## src/rtl/cam_lru_table.sv

```systemverilog
module cam_lru_table #(
  parameter int ENTRIES = 16,
  parameter int KEY_W   = 32,
  parameter int STATE_W = 4,
  localparam int IDX_W  = $clog2(ENTRIES),
  localparam int RES_W  = 1 + STATE_W + IDX_W
) (
  input  logic               clk,
  input  logic               rst_n,
  input  logic               lk_valid,
  input  logic [KEY_W-1:0]   lk_key,
  input  logic               wr_en,
  input  logic [IDX_W-1:0]   wr_slot,
  input  logic [KEY_W-1:0]   wr_tag,
  input  logic [STATE_W-1:0] wr_state,
  input  logic               clear,
  output logic               res_valid,
  output logic [RES_W-1:0]   res_word
);

  localparam logic [IDX_W-1:0] NEWEST = IDX_W'(ENTRIES - 1);

  logic [KEY_W-1:0]   tag_q   [ENTRIES];
  logic [STATE_W-1:0] state_q [ENTRIES];
  logic [IDX_W-1:0]   age_q   [ENTRIES];
  logic [IDX_W-1:0]   age_mid [ENTRIES];
  logic [IDX_W-1:0]   age_nxt [ENTRIES];
  logic [ENTRIES-1:0] valid_q;
  logic [ENTRIES-1:0] match;
  logic [IDX_W-1:0]   hit_idx;
  logic [IDX_W-1:0]   old_idx;
  logic               hit;
  logic               do_hit;
  logic               do_wr;

  for (genvar g = 0; g < ENTRIES; g++) begin : g_cmp
    assign match[g] = valid_q[g] && (tag_q[g] == lk_key);
  end

  assign hit    = |match;
  assign do_hit = lk_valid && !clear && hit;
  assign do_wr  = wr_en && !clear;

  always_comb begin
    hit_idx = '0;
    for (int i = ENTRIES - 1; i >= 0; i--)
      if (match[i]) hit_idx = IDX_W'(i);
  end

  always_comb begin
    old_idx = '0;
    for (int i = 0; i < ENTRIES; i++)
      if (age_q[i] == '0) old_idx = IDX_W'(i);
  end

  always_comb begin
    age_mid = age_q;
    if (do_hit) begin
      for (int i = 0; i < ENTRIES; i++)
        if (age_q[i] > age_q[hit_idx]) age_mid[i] = age_q[i] - 1'b1;
      age_mid[hit_idx] = NEWEST;
    end
    age_nxt = age_mid;
    if (do_wr) begin
      for (int i = 0; i < ENTRIES; i++)
        if (age_mid[i] > age_mid[wr_slot]) age_nxt[i] = age_mid[i] - 1'b1;
      age_nxt[wr_slot] = NEWEST;
    end
  end

  always_ff @(posedge clk or negedge rst_n) begin
    if (!rst_n) begin
      valid_q   <= '0;
      res_valid <= 1'b0;
      res_word  <= '0;
      for (int i = 0; i < ENTRIES; i++) begin
        tag_q[i]   <= '0;
        state_q[i] <= '0;
        age_q[i]   <= IDX_W'(i);
      end
    end else if (clear) begin
      valid_q   <= '0;
      res_valid <= 1'b0;
      for (int i = 0; i < ENTRIES; i++) age_q[i] <= IDX_W'(i);
    end else begin
      age_q     <= age_nxt;
      res_valid <= lk_valid;
      if (lk_valid)
        res_word <= hit ? {1'b1, state_q[hit_idx], hit_idx}
                        : {1'b0, {STATE_W{1'b0}}, old_idx};
      if (do_wr) begin
        tag_q[wr_slot]   <= wr_tag;
        state_q[wr_slot] <= wr_state;
        valid_q[wr_slot] <= 1'b1;
      end
    end
  end

endmodule

```

## config.mk

```make
export PLATFORM = sky130hd
export DESIGN_NAME = cam_lru_table
export DESIGN_NICKNAME = d
export VERILOG_FILES = /design/src/rtl/cam_lru_table.sv
export SDC_FILE = /design/constraint.sdc
export NUM_CORES = 2
export LEC_CHECK = 0
export ABC_AREA = 1
export ABC_CLOCK_PERIOD_IN_PS = 21800
export BUFFER_PORTS_ARGS = -buffer_cell sky130_fd_sc_hd__buf_2
export CAP_MARGIN = 25
export CELL_PAD_IN_SITES_DETAIL_PLACEMENT = 1
export CELL_PAD_IN_SITES_GLOBAL_PLACEMENT = 2
export CORE_MARGIN = 10
export CORE_UTILIZATION = 41
export CTS_BUF_LIST = sky130_fd_sc_hd__clkbuf_4 sky130_fd_sc_hd__clkbuf_8 sky130_fd_sc_hd__clkbuf_16
export DETAILED_ROUTE_END_ITERATION = 8
export GPL_ROUTABILITY_DRIVEN = 0
export PLACE_DENSITY_LB_ADDON = 0.08
export SETUP_SLACK_MARGIN = 0.5
export SLEW_MARGIN = 15
export SYNTH_ARGS = -nofsm -noshare
export SYNTH_HDL_FRONTEND = slang
export SYNTH_SLANG_ARGS = --single-unit
```

## constraint.sdc

```tcl
create_clock -name clk -period 21.8 [get_ports clk]
set_input_delay 4.36 -clock clk [delete_from_list [all_inputs] [get_ports clk]]
set_output_delay 4.36 -clock clk [all_outputs]
set_load 0.005 [all_outputs]
```

==> impl_results.html <==
<table>
<tr><th>Metric</th><th>Value</th></tr>
<tr><th colspan="2">Die</th></tr>
<tr><td>Top-level port count</td><td>87</td></tr>
<tr><td># rows</td><td>approximately 120</td></tr>
<tr><td>Starting density of the core</td><td>roughly two fifths</td></tr>
<tr><td>Die outline area</td><td>0.117 sq mm</td></tr>
<tr><td>Width of the die</td><td>342 microns</td></tr>
<tr><td>Overall die height</td><td>~340 microns</td></tr>
<tr><td>Core box area</td><td>0.102 sq mm</td></tr>
<tr><th colspan="2">Timing</th></tr>
<tr><td>Worst Clk Skew</td><td>around 0.057 ns</td></tr>
<tr><td>Unrepaired setup endpoints after global routing</td><td>no</td></tr>
<tr><td>Share of the clock period used by the worst path after layout</td><td>between 60% and 70%</td></tr>
<tr><td>Fin. max-slew vios</td><td>0</td></tr>
<tr><td>Hold violation count in the final report</td><td>0</td></tr>
<tr><td>Setup violations, final</td><td>0</td></tr>
<tr><td>Highest clock rate</td><td>around 0.071 GHz</td></tr>
<tr><td>Worst-margin pin slew</td><td>roughly 1.1 ns</td></tr>
<tr><td>Worst-case setup margin in the final layout</td><td>7.75 ns</td></tr>
<tr><td>Relative max-transition margin</td><td>between 20 and 30%</td></tr>
<tr><td>Setup_tns</td><td>0 ns</td></tr>
<tr><td>Final worst hold slack</td><td>around 0.48 ns</td></tr>
<tr><td>Final period demand of the worst path</td><td>between 10 and 15 ns</td></tr>
<tr><th colspan="2">Clock tree</th></tr>
<tr><td>CTS tree</td><td>yes</td></tr>
<tr><td>Max Buffers Root-to-Sink</td><td>3</td></tr>
<tr><td>Clock transition at path regs</td><td>roughly 0.060 ns</td></tr>
<tr><td># clock sinks</td><td>666</td></tr>
<tr><td>Insertion delay of the later-clocked pin in the worst-skew pair</td><td>0.70 ns</td></tr>
<tr><td>Setup repair bufs after CTS</td><td>0</td></tr>
<tr><td>Htree depth</td><td>3</td></tr>
<tr><td>Num CTS Buffers</td><td>~80</td></tr>
<tr><td>Hold bufs inserted after CTS</td><td>0</td></tr>
<tr><td>Root Buffer</td><td>clkbuf_16</td></tr>
<tr><td>Resized cells post-CTS</td><td>0</td></tr>
<tr><th colspan="2">Layout</th></tr>
<tr><td>Most used cells in the layout excluding fill and tap cells</td><td>1,506 x nand2_1, 827 x o21ai_0, 634 x dfrtp_1</td></tr>
<tr><td>Most frequent standard cell in the layout excluding fill and tap cells</td><td>nand2_1</td></tr>
<tr><td>Seq. cell area</td><td>~0.017 sq mm</td></tr>
<tr><td>Area Growth Syn to Fin</td><td>11.3%</td></tr>
<tr><td>Fin cells</td><td>~7,200</td></tr>
<tr><td>Total area of multi-input combinational cells</td><td>approximately 0.022 sq mm</td></tr>
<tr><td>Fillcell total</td><td>between 10,000 and 15,000</td></tr>
<tr><td>Total Nets Final</td><td>roughly 6,000</td></tr>
<tr><td>Share of cells above drive strength 1</td><td>between 10% and 20%</td></tr>
<tr><th colspan="2">Yosys</th></tr>
<tr><td>Synth warn</td><td>0</td></tr>
<tr><td>Area share of the largest cell type after synthesis</td><td>37.4%</td></tr>
<tr><td>Cell Area, Synth</td><td>around 0.042 sq mm</td></tr>
<tr><td>Sequential area share after synthesis</td><td>about two fifths</td></tr>
<tr><td>Post-Synthesis Cells</td><td>around 5,800</td></tr>
<tr><td>Cell type with the largest total area after synthesis</td><td>dfrtp_1</td></tr>
<tr><td>Number of synthesized register bits</td><td>between 600 and 700</td></tr>
<tr><td>Number of flops mapped to enable cells by yosys</td><td>0</td></tr>
<tr><td>Most area-consuming cells after synthesis</td><td>dfrtp_1 37%, nand2_1 13%, o21ai_0 9.8%</td></tr>
<tr><td>Net count of the mapped netlist</td><td>around 6,000</td></tr>
<tr><td>Share of synthesized registers carrying an async set or reset</td><td>100%</td></tr>
<tr><td>Syn_area_per_cell</td><td>7.32 sq um</td></tr>
<tr><td>Most used flip-flop cell after synthesis</td><td>dfrtp_1</td></tr>
<tr><td>Distinct cell type count after synthesis</td><td>69</td></tr>
<tr><th colspan="2">Setup path</th></tr>
<tr><td>Required time of the worst setup path</td><td>around 22 ns</td></tr>
<tr><td>Type of origin of the critical path</td><td>primary input</td></tr>
<tr><td>CP endpoint kind</td><td>flop</td></tr>
<tr><td>Top fanout value on the critical path</td><td>35</td></tr>
<tr><td>Family with the most delay on the worst path</td><td>compound AO/OA/AOI/OAI gates</td></tr>
<tr><td>Stage delay of the slowest cell on the critical path</td><td>between 0.8 and 0.9 ns</td></tr>
<tr><td>Path type of the worst setup path</td><td>primary input to flop</td></tr>
<tr><td>Slack of the worst reg-to-reg path</td><td>12.06 ns</td></tr>
<tr><td>Standard cell with the maximum stage delay on the critical path</td><td>a211oi_1</td></tr>
<tr><td>Worst endpoint data arrival time</td><td>14.65 ns</td></tr>
<tr><td>Cell repeated most along the worst path</td><td>nand2_1</td></tr>
<tr><td>Count of buffering cells on the critical path with inverters included</td><td>10</td></tr>
<tr><th colspan="2">Power</th></tr>
<tr><td>Total net switching power</td><td>1.57 mW</td></tr>
<tr><td>Combinational group share of total power</td><td>approximately a quarter</td></tr>
<tr><td>Total design power</td><td>4.27 mW</td></tr>
<tr><td>Largest vdd supply drop</td><td>around 0.068 mV</td></tr>
<tr><td>Fraction of power consumed by the clock network</td><td>between 30% and 40%</td></tr>
<tr><td>Relative contribution of sequential cells to total power</td><td>roughly two fifths</td></tr>
<tr><td>Pwr dens</td><td>90.3 mW/mm^2</td></tr>
<tr><td>Leakage power figure</td><td>22.4 nW</td></tr>
<tr><td>Net switching share of the total power</td><td>36.8%</td></tr>
<tr><td>Internal cell power</td><td>~2.7 mW</td></tr>
<tr><th colspan="2">Global route</th></tr>
<tr><td>Vias in the first global route</td><td>43,900</td></tr>
<tr><td>Number of antenna violations at the first check in global routing</td><td>14</td></tr>
<tr><td>Global-route wire length before repair</td><td>roughly 300,000 microns</td></tr>
<tr><td>Total global-route track usage</td><td>36.0%</td></tr>
<tr><td>Largest net degree at the start of global routing</td><td>just under 90</td></tr>
<tr><td>Global route overflow</td><td>0</td></tr>
<tr><th colspan="2">Place</th></tr>
<tr><td>Number of placed instances with taps included</td><td>approximately 7,100</td></tr>
<tr><td>Total half-perimeter wirelength after legalization and detailed placement</td><td>~150,000 microns</td></tr>
<tr><td>DP Worst Slack</td><td>between 7 and 8 ns</td></tr>
<tr><td>Port Buffer Count</td><td>86</td></tr>
<tr><th colspan="2">Routing</th></tr>
<tr><td>Post-route DRC</td><td>0</td></tr>
<tr><td>Antenna Violating Nets Remaining</td><td>0</td></tr>
<tr><td>Average wire length per cell after detail routing</td><td>around 30 microns</td></tr>
<tr><td>Wire length reported by the detailed router</td><td>between 200,000 and 250,000 microns</td></tr>
<tr><td>Total via count after detailed routing</td><td>about 44,000</td></tr>
<tr><td>Mean number of vias per cell</td><td>6.06</td></tr>
<tr><td>Drt first pass iters</td><td>6</td></tr>
<tr><td>Initial DRC count</td><td>just over 4,000</td></tr>
<tr><th colspan="2">Flow run</th></tr>
<tr><td>Max-capacitance violation count</td><td>0</td></tr>
<tr><th colspan="2">Min path</th></tr>
<tr><td>Tightest Hold Check Type</td><td>flop to flop</td></tr>
<tr><th colspan="2">Status</th></tr>
<tr><td>Result of the run</td><td>completed</td></tr>
</table>
-- state kept, by name (all words and copies together) (netlist names) --
signal     count
state_q       64
res_word       9
age_q         64
res_valid      1
valid_q       16
tag_q        512
-- metal layers --
| layer | vias up | share of wire, % | GRT usage, % |
|---|---|---|---|
| met5 | - | 0 | 0 |
| met4 | 0 | 8.2 | 25.4 |
| met3 | 643 | 7.7 | 6.44 |
| met2 | 1953 | 45 | 58.0 |
| met1 | 21800 | 39 | 43.2 |
| li1 | 19400 | - | - |
-- kinds of logic (layout without fill, tap and decap cells) --
kind of cell             Yosys count  in the layout  share of synthesized area [%]
AO/OA/AOI/OAI                   1193           1193                           15.7
XOR/XNOR                         171            171                           3.53
AND/OR/NAND/NOR                 2715           2715                           28.5
buffers and inverters            907            964                           8.53
adder cells (fa/ha/maj)          147            147                           4.33
other                              0              6                              0
flip-flops                       666            666                           39.4
-- stage by stage --
| stage | util (%) | area [sq um] |
|---|---|---|
| CTS | 46.0 | 47100 |
| global route | 46.1 | 47200 |
| global placement | 43.2 | 44200 |
| finish | 46.2 | 47200 |
| floorplan | - | 42400 |
| detailed placement | 43.3 | 44300 |
-- worst reg2reg max path: cells and delay by family, from the launching register on --
family	cells	cell delay, ns
compound gates	10	3.52
xor+xnor	2	0.57
fa+ha+maj	2	0.59
buf+inv	7	1.30
flops	1	0.40
simple gates	28	3.31
-- area by class of cell --
type                            count  share of cell area (%)
Antenna cell                        6                  0.0318
Sequential cell                   666                    35.4
Inverter                          611                    4.86
Tap cell                         1368                    3.62
Clock buffer                      115                    5.09
Multi-Input combinational cell   4226                    47.0
Timing Repair Buffer              206                    3.07
Clock inverter                     32                   0.946
-- Yosys cell counts (18+ instances only) --
cell          n
xor2_1       75
buf_2        60
xnor2_1      96
nor3_1       62
a21oi_1      59
nor2_1      346
or2_2       127
nand4_1     240
o22ai_1     139
inv_1       569
clkbuf_1    198
o2111ai_1    37
a221oi_1     18
nand3_1     233
inv_2        35
nor4_1       90
dfstp_2      32
o21ai_1      18
nand2_1    1516
o21bai_1     18
o21ai_0     827
dfrtp_1     634
ha_1        147
-- power by group through the flow --
stage          clock, mW  sequential (mW)  combinational, mW
2_1_floorplan          0             1.60              0.732
3_5_place_dp           0             1.67               1.11
4_1_cts             1.49             1.65               1.11
3_3_place_gp           0             1.66               1.08
6_report            1.47             1.66               1.13
5_1_grt             1.54             1.68               1.26
-- worst paths after layout --
check / startpoint / endpoint / cells past startpoint
min reg2reg: tag_q[489]$_DFFE_PN0P_ / tag_q[489]$_DFFE_PN0P_ / 2
min: tag_q[489]$_DFFE_PN0P_ / tag_q[489]$_DFFE_PN0P_ / 2
max: lk_key[5] / age_q[0]$_DFF_PN1_ / 47
min in group asynchronous: rst_n / state_q[7]$_DFFE_PN0P_ / 1
max reg2reg: tag_q[84]$_DFFE_PN0P_ / age_q[0]$_DFF_PN1_ / 49
max in group asynchronous: rst_n / tag_q[293]$_DFFE_PN0P_ / 6
Power figures use the tool's default switching activity.
